File: config.mk
export PLATFORM = sky130hd
export DESIGN_NAME = instr_ctrl_decoder
export DESIGN_NICKNAME = d
export VERILOG_FILES = /design/src/rtl/instr_ctrl_pkg.sv /design/src/rtl/instr_field_split.sv /design/src/rtl/opcode_ctrl_decoder.sv /design/src/rtl/alu_sel_decoder.sv /design/src/rtl/instr_ctrl_decoder.sv
export SDC_FILE = /design/constraint.sdc
export NUM_CORES = 1
export LEC_CHECK = 0
export BUFFER_PORTS_ARGS = -buffer_cell sky130_fd_sc_hd__buf_2
export CAP_MARGIN = 10
export CELL_PAD_IN_SITES_DETAIL_PLACEMENT = 1
export CELL_PAD_IN_SITES_GLOBAL_PLACEMENT = 1
export CORE_MARGIN = 2
export CORE_UTILIZATION = 15
export DETAILED_ROUTE_END_ITERATION = 12
export PLACE_DENSITY_LB_ADDON = 0.1
export SLEW_MARGIN = 10
export SYNTH_ARGS = -nofsm -noshare
export SYNTH_HDL_FRONTEND = slang
export SYNTH_SLANG_ARGS = --single-unit
File: constraint.sdc
create_clock -name vclk -period 3.46
set_clock_uncertainty 0.1 [all_clocks]
set_input_delay 0.173 -clock vclk [all_inputs]
set_output_delay 0.173 -clock vclk [all_outputs]
set_load 0.01 [all_outputs]
File: src/rtl/instr_ctrl_pkg.sv
// Package: instr_ctrl_pkg
// Shared encodings for the instruction control decoder: opcode values,
// function codes, ALU selector values, the ALU class type and the bundled
// control struct. Assumes 6-bit opcode and function fields and a 4-bit
// selector laid out as {invert A, invert B, op[1:0]}.
package instr_ctrl_pkg;

    localparam int OP_W      = 6;
    localparam int FN_W      = 6;
    localparam int ALU_SEL_W = 4;
    localparam int NUM_FN    = 5;

    // Opcode encodings
    localparam logic [OP_W-1:0] OPC_REG   = 6'b000000;
    localparam logic [OP_W-1:0] OPC_LOAD  = 6'b100011;
    localparam logic [OP_W-1:0] OPC_STORE = 6'b101011;
    localparam logic [OP_W-1:0] OPC_BREQ  = 6'b000100;
    localparam logic [OP_W-1:0] OPC_JUMP  = 6'b000010;

    // ALU selector encodings
    localparam logic [ALU_SEL_W-1:0] SEL_AND = 4'b0000;
    localparam logic [ALU_SEL_W-1:0] SEL_OR  = 4'b0001;
    localparam logic [ALU_SEL_W-1:0] SEL_ADD = 4'b0010;
    localparam logic [ALU_SEL_W-1:0] SEL_SUB = 4'b0110;
    localparam logic [ALU_SEL_W-1:0] SEL_SLT = 4'b0111;

    // Function-code table for the register class, index-aligned with FN_SEL
    localparam logic [NUM_FN-1:0][FN_W-1:0] FN_CODE = {
        6'b101010,  // set-on-less-than
        6'b100101,  // or
        6'b100100,  // and
        6'b100010,  // subtract
        6'b100000   // add
    };
    localparam logic [NUM_FN-1:0][ALU_SEL_W-1:0] FN_SEL = {
        SEL_SLT, SEL_OR, SEL_AND, SEL_SUB, SEL_ADD
    };

    // ALU class carried from the opcode decoder to the selector decoder
    typedef enum logic [1:0] {
        CLS_MEM = 2'b00,
        CLS_BR  = 2'b01,
        CLS_REG = 2'b10,
        CLS_RSV = 2'b11
    } alu_class_e;

    // Opcode-level control bundle
    typedef struct packed {
        logic       reg_dst;
        logic       alu_src;
        logic       mem_to_reg;
        logic       reg_wr;
        logic       mem_rd;
        logic       mem_wr;
        logic       branch;
        logic       jump;
        alu_class_e cls;
    } ctrl_t;

    localparam ctrl_t CTRL_IDLE = '{
        reg_dst: 1'b0, alu_src: 1'b0, mem_to_reg: 1'b0, reg_wr: 1'b0,
        mem_rd: 1'b0, mem_wr: 1'b0, branch: 1'b0, jump: 1'b0, cls: CLS_MEM
    };

endpackage

File: src/rtl/instr_field_split.sv
// Module: instr_field_split
// Pulls the opcode and function fields out of an instruction word.
// Assumes the opcode occupies the top OP_W bits and the function field the
// bottom FN_W bits; the bits between them are left unused here.
module instr_field_split #(
    parameter int INSTR_W = 32,
    parameter int OP_W    = 6,
    parameter int FN_W    = 6
) (
    input  logic [INSTR_W-1:0] instr_i,
    output logic [OP_W-1:0]    opcode_o,
    output logic [FN_W-1:0]    funct_o
);

    localparam int OP_LSB = INSTR_W - OP_W;

    // Field extraction
    assign opcode_o = instr_i[INSTR_W-1:OP_LSB];
    assign funct_o  = instr_i[FN_W-1:0];

endmodule

File: src/rtl/opcode_ctrl_decoder.sv
// Module: opcode_ctrl_decoder
// First decode level: maps the opcode onto the routing, write and memory
// controls and the ALU class. Don't-care outputs are tied to 0, and the jump
// opcode and any unknown opcode leave every enable low.
module opcode_ctrl_decoder
    import instr_ctrl_pkg::*;
(
    input  logic [OP_W-1:0] opcode_i,
    output ctrl_t           ctrl_o
);

    // Opcode lookup into the control bundle
    always_comb begin
        ctrl_o = CTRL_IDLE;
        unique case (opcode_i)
            OPC_REG: begin
                ctrl_o.reg_dst = 1'b1;
                ctrl_o.reg_wr  = 1'b1;
                ctrl_o.cls     = CLS_REG;
            end
            OPC_LOAD: begin
                ctrl_o.alu_src    = 1'b1;
                ctrl_o.mem_to_reg = 1'b1;
                ctrl_o.reg_wr     = 1'b1;
                ctrl_o.mem_rd     = 1'b1;
                ctrl_o.cls        = CLS_MEM;
            end
            OPC_STORE: begin
                ctrl_o.alu_src = 1'b1;
                ctrl_o.mem_wr  = 1'b1;
                ctrl_o.cls     = CLS_MEM;
            end
            OPC_BREQ: begin
                ctrl_o.branch = 1'b1;
                ctrl_o.cls    = CLS_BR;
            end
            OPC_JUMP: begin
                ctrl_o.jump = 1'b1;
            end
            default: begin
                ctrl_o = CTRL_IDLE;
            end
        endcase
    end

endmodule

File: src/rtl/alu_sel_decoder.sv
// Module: alu_sel_decoder
// Second decode level: turns the ALU class into the ALU selector. Only the
// register class consults the function field, through one comparator per
// table entry; an unlisted function code falls back to add.
module alu_sel_decoder
    import instr_ctrl_pkg::*;
(
    input  alu_class_e           cls_i,
    input  logic [FN_W-1:0]      funct_i,
    output logic [ALU_SEL_W-1:0] sel_o
);

    logic [NUM_FN-1:0]    fn_hit;
    logic [ALU_SEL_W-1:0] fn_sel;

    // One comparator per function-table entry
    for (genvar gi = 0; gi < NUM_FN; gi++) begin : g_fn_match
        assign fn_hit[gi] = (funct_i == FN_CODE[gi]);
    end

    // One-hot AND-OR select over the table, add on a miss
    always_comb begin
        fn_sel = '0;
        for (int i = 0; i < NUM_FN; i++) begin
            fn_sel = fn_sel | (FN_SEL[i] & {ALU_SEL_W{fn_hit[i]}});
        end
        if (fn_hit == '0) begin
            fn_sel = SEL_ADD;
        end
    end

    // Class-level choice of the selector
    always_comb begin
        unique case (cls_i)
            CLS_MEM: sel_o = SEL_ADD;
            CLS_BR:  sel_o = SEL_SUB;
            CLS_REG: sel_o = fn_sel;
            default: sel_o = SEL_ADD;
        endcase
    end

endmodule

File: src/rtl/instr_ctrl_decoder.sv
// Module: instr_ctrl_decoder
// Top level of the single-cycle control decoder. Splits the instruction
// into its fields, decodes the opcode, then derives the ALU selector from
// the class and function field. Purely combinational: no clock or reset.
module instr_ctrl_decoder
    import instr_ctrl_pkg::*;
#(
    parameter int INSTR_W = 32
) (
    input  logic [INSTR_W-1:0]   instr_i,
    output logic                 reg_dst_o,
    output logic                 alu_src_o,
    output logic                 mem_to_reg_o,
    output logic                 reg_wr_o,
    output logic                 mem_rd_o,
    output logic                 mem_wr_o,
    output logic                 branch_o,
    output logic                 jump_o,
    output logic [1:0]           alu_class_o,
    output logic [ALU_SEL_W-1:0] alu_sel_o
);

    logic [OP_W-1:0] opcode;
    logic [FN_W-1:0] funct;
    ctrl_t           ctrl;

    instr_field_split #(
        .INSTR_W (INSTR_W),
        .OP_W    (OP_W),
        .FN_W    (FN_W)
    ) u_split (
        .instr_i  (instr_i),
        .opcode_o (opcode),
        .funct_o  (funct)
    );

    opcode_ctrl_decoder u_main (
        .opcode_i (opcode),
        .ctrl_o   (ctrl)
    );

    alu_sel_decoder u_alu (
        .cls_i   (ctrl.cls),
        .funct_i (funct),
        .sel_o   (alu_sel_o)
    );

    // Drive the output ports from the control bundle
    assign reg_dst_o    = ctrl.reg_dst;
    assign alu_src_o    = ctrl.alu_src;
    assign mem_to_reg_o = ctrl.mem_to_reg;
    assign reg_wr_o     = ctrl.reg_wr;
    assign mem_rd_o     = ctrl.mem_rd;
    assign mem_wr_o     = ctrl.mem_wr;
    assign branch_o     = ctrl.branch;
    assign jump_o       = ctrl.jump;
    assign alu_class_o  = ctrl.cls;

endmodule

==> metrics <==
outcome finished clean; CP Cell Sequence buf_2 -> or4_4 -> nand2b_4 -> ha_1 -> nand4b_1 -> nand2b_1 -> nand2_1 -> buf_2; vias in the first global route around 290; layout cell share with drive strength beyond 1 50.0%; Chip Width about 43 um; worst stage delay on the critical path about 0.53 ns; P_sw just under 10 uW; endpoints failing hold 0; Pwr Density about 55 mW/mm^2; Final #Nets between 90 and 100; Final GP Congestion around 0.65; Top delay family on crit path simple AND/OR/NAND/NOR gates; Port Buffer Count 25; fin. max-slew vios 0; sequential cell count 0; Area Growth Syn to Fin 53.8%; complex-gate fraction of the synthesized area just over 8%; DRC errors left 0; leading area contributor after synthesis ha_1; Avg Synthesized Cell Area 6.70 um^2; CORE AREA 0.00147 mm^2; ANT cells 0; Sw Share about half; clock share of power 0%; Critical Path End Type output pin; Worst Path Arrival 1.80 ns; fin crit share between 50% and 60%; global-route usage over all layers about 7.6%; Mapped Cells 34; standard-cell rows 14; maxcap violations 0; Yosys warning count 0; Fill cells slightly above 200; final core utilization approximately a quarter; drt initial violations 1; Post-CTS Setup Bufs 0; CTS-repair resized insts 0; Antenna Violating Nets Remaining 0; combinational power share 100.0%; worst-path maximum fanout 5; Seq/Total Area, Yosys 0%; largest net degree at the start of global routing 6; Setup crit start kind primary input; WL final 690 um; I/O Pins 46; internal power about 9.4 uW; Placed Area about 350 um^2; WL per Instance about 9.6 um; CP most frequent cell buf_2; die area about 0.0018 mm^2; crit path kind in2out; global route overflow 0; layout clock buffer count 0; Finish-stage setup viols 0; RSZ-0062 raised after global routing no; starting density of the core around 15%; worst path bufs/invs 2; VDD IR max roughly 21 uV; Distinct cells, synth 21; area of the mapped netlist 228 um^2; Pre-antenna DRT Iters 2; initial antenna violation count 0; achievable frequency 483 MHz; final instance area about 350 um^2; largest family of logic cells by synthesized area simple AND/OR/NAND/NOR gates; Net Count, Synth slightly below 70; leakage 0.221 nW; Slowest cell on crit path or4_4; Crit path required time 3.19 ns; setup TNS 0 ns; Synth area leaders ha_1, buf_4, inv_1, nor2_1, nor3b_1; most frequent cells after synthesis inv_1, nor2_1, buf_4, ha_1; min-delay worst type in2out; Hold-fix buffers, CTS 0; part of the power in registers 0%; first-pass GRT wire length ~1200 um; post-DP HPWL 631 um; detailed-route via count 297; die height between 40 and 50 um; sequential cell area 0 um^2; post-synthesis simple-gate area fraction about 57%; Synth Area in XOR/XNOR 0%; Final Critical Period 2.07 ns; Vias/cell around 4.1; Yosys top cell area share about 16%; post-synthesis mux area share 0%; Post-Synth Adder-Cell Area between 15 and 20%
==> per-layer routing <==
metal,up-vias,GRT usage [%],share of wire [%]
li1,156,-,-
met1,128,11.9,45
met2,13,12.4,47
met3,0,0,8.1
met4,0,0,0
met5,-,0,0
==> kinds of logic after synthesis <==
family          Yosys count
compound gates            3
other cells               1
fa+ha+maj                 3
simple gates             20
buf+inv                   7
==> power groups by stage <==
stage	registers, mW	clock network [mW]	logic (mW)
4_1_cts	0	0	0.0196
2_1_floorplan	0	0	0.00862
3_3_place_gp	0	0	0.0198
5_1_grt	0	0	0.0219
6_report	0	0	0.0192
3_5_place_dp	0	0	0.0195
==> worst paths after layout <==
check | cells past startpoint | slack (ns) | to | startpoint
max | 8 | 1.39 | alu_sel_o[2] | instr_i[31]
min | 3 | 0.52 | jump_o | instr_i[26]
==> through the flow <==
| stage | worst slack, ns | cells | hold slack [ns] | power, mW |
|---|---|---|---|---|
| after floorplan | 1.67 | 34 | 0.296 | 0.00862 |
| after global placement | 1.37 | 72 | 0.524 | 0.0198 |
| after detailed placement | 1.37 | 72 | 0.519 | 0.0195 |
| after CTS | 1.37 | 72 | 0.520 | 0.0196 |
| after global routing | 1.30 | 72 | 0.547 | 0.0219 |
| final | 1.39 | 72 | 0.517 | 0.0192 |
==> cell type report <==
type                            instances  area, um^2  share of cell area (%)
Inverter                                4        15.0                    4.29
Multi-Input combinational cell         27         190                    54.3
Tap cell                               16        20.0                    5.71
Timing Repair Buffer                   25         125                    35.7
==> cell usage in the layout (no fill, tap or decap) <==
cell,instances
buf_2,25
nor2_1,4
inv_1,4
ha_1,3
nand2b_1,2
nor3b_1,2
nand2_1,2
or4_4,1
nand2b_4,1
nor3_1,1
nand3_1,1
nor2_2,1
o41ai_1,1
nand3b_1,1
nand4b_1,1
nor4bb_1,1
a21oi_1,1
nand4_1,1
and2_1,1
o21ai_1,1
conb_1,1
(Power assumes the default switching activity.)
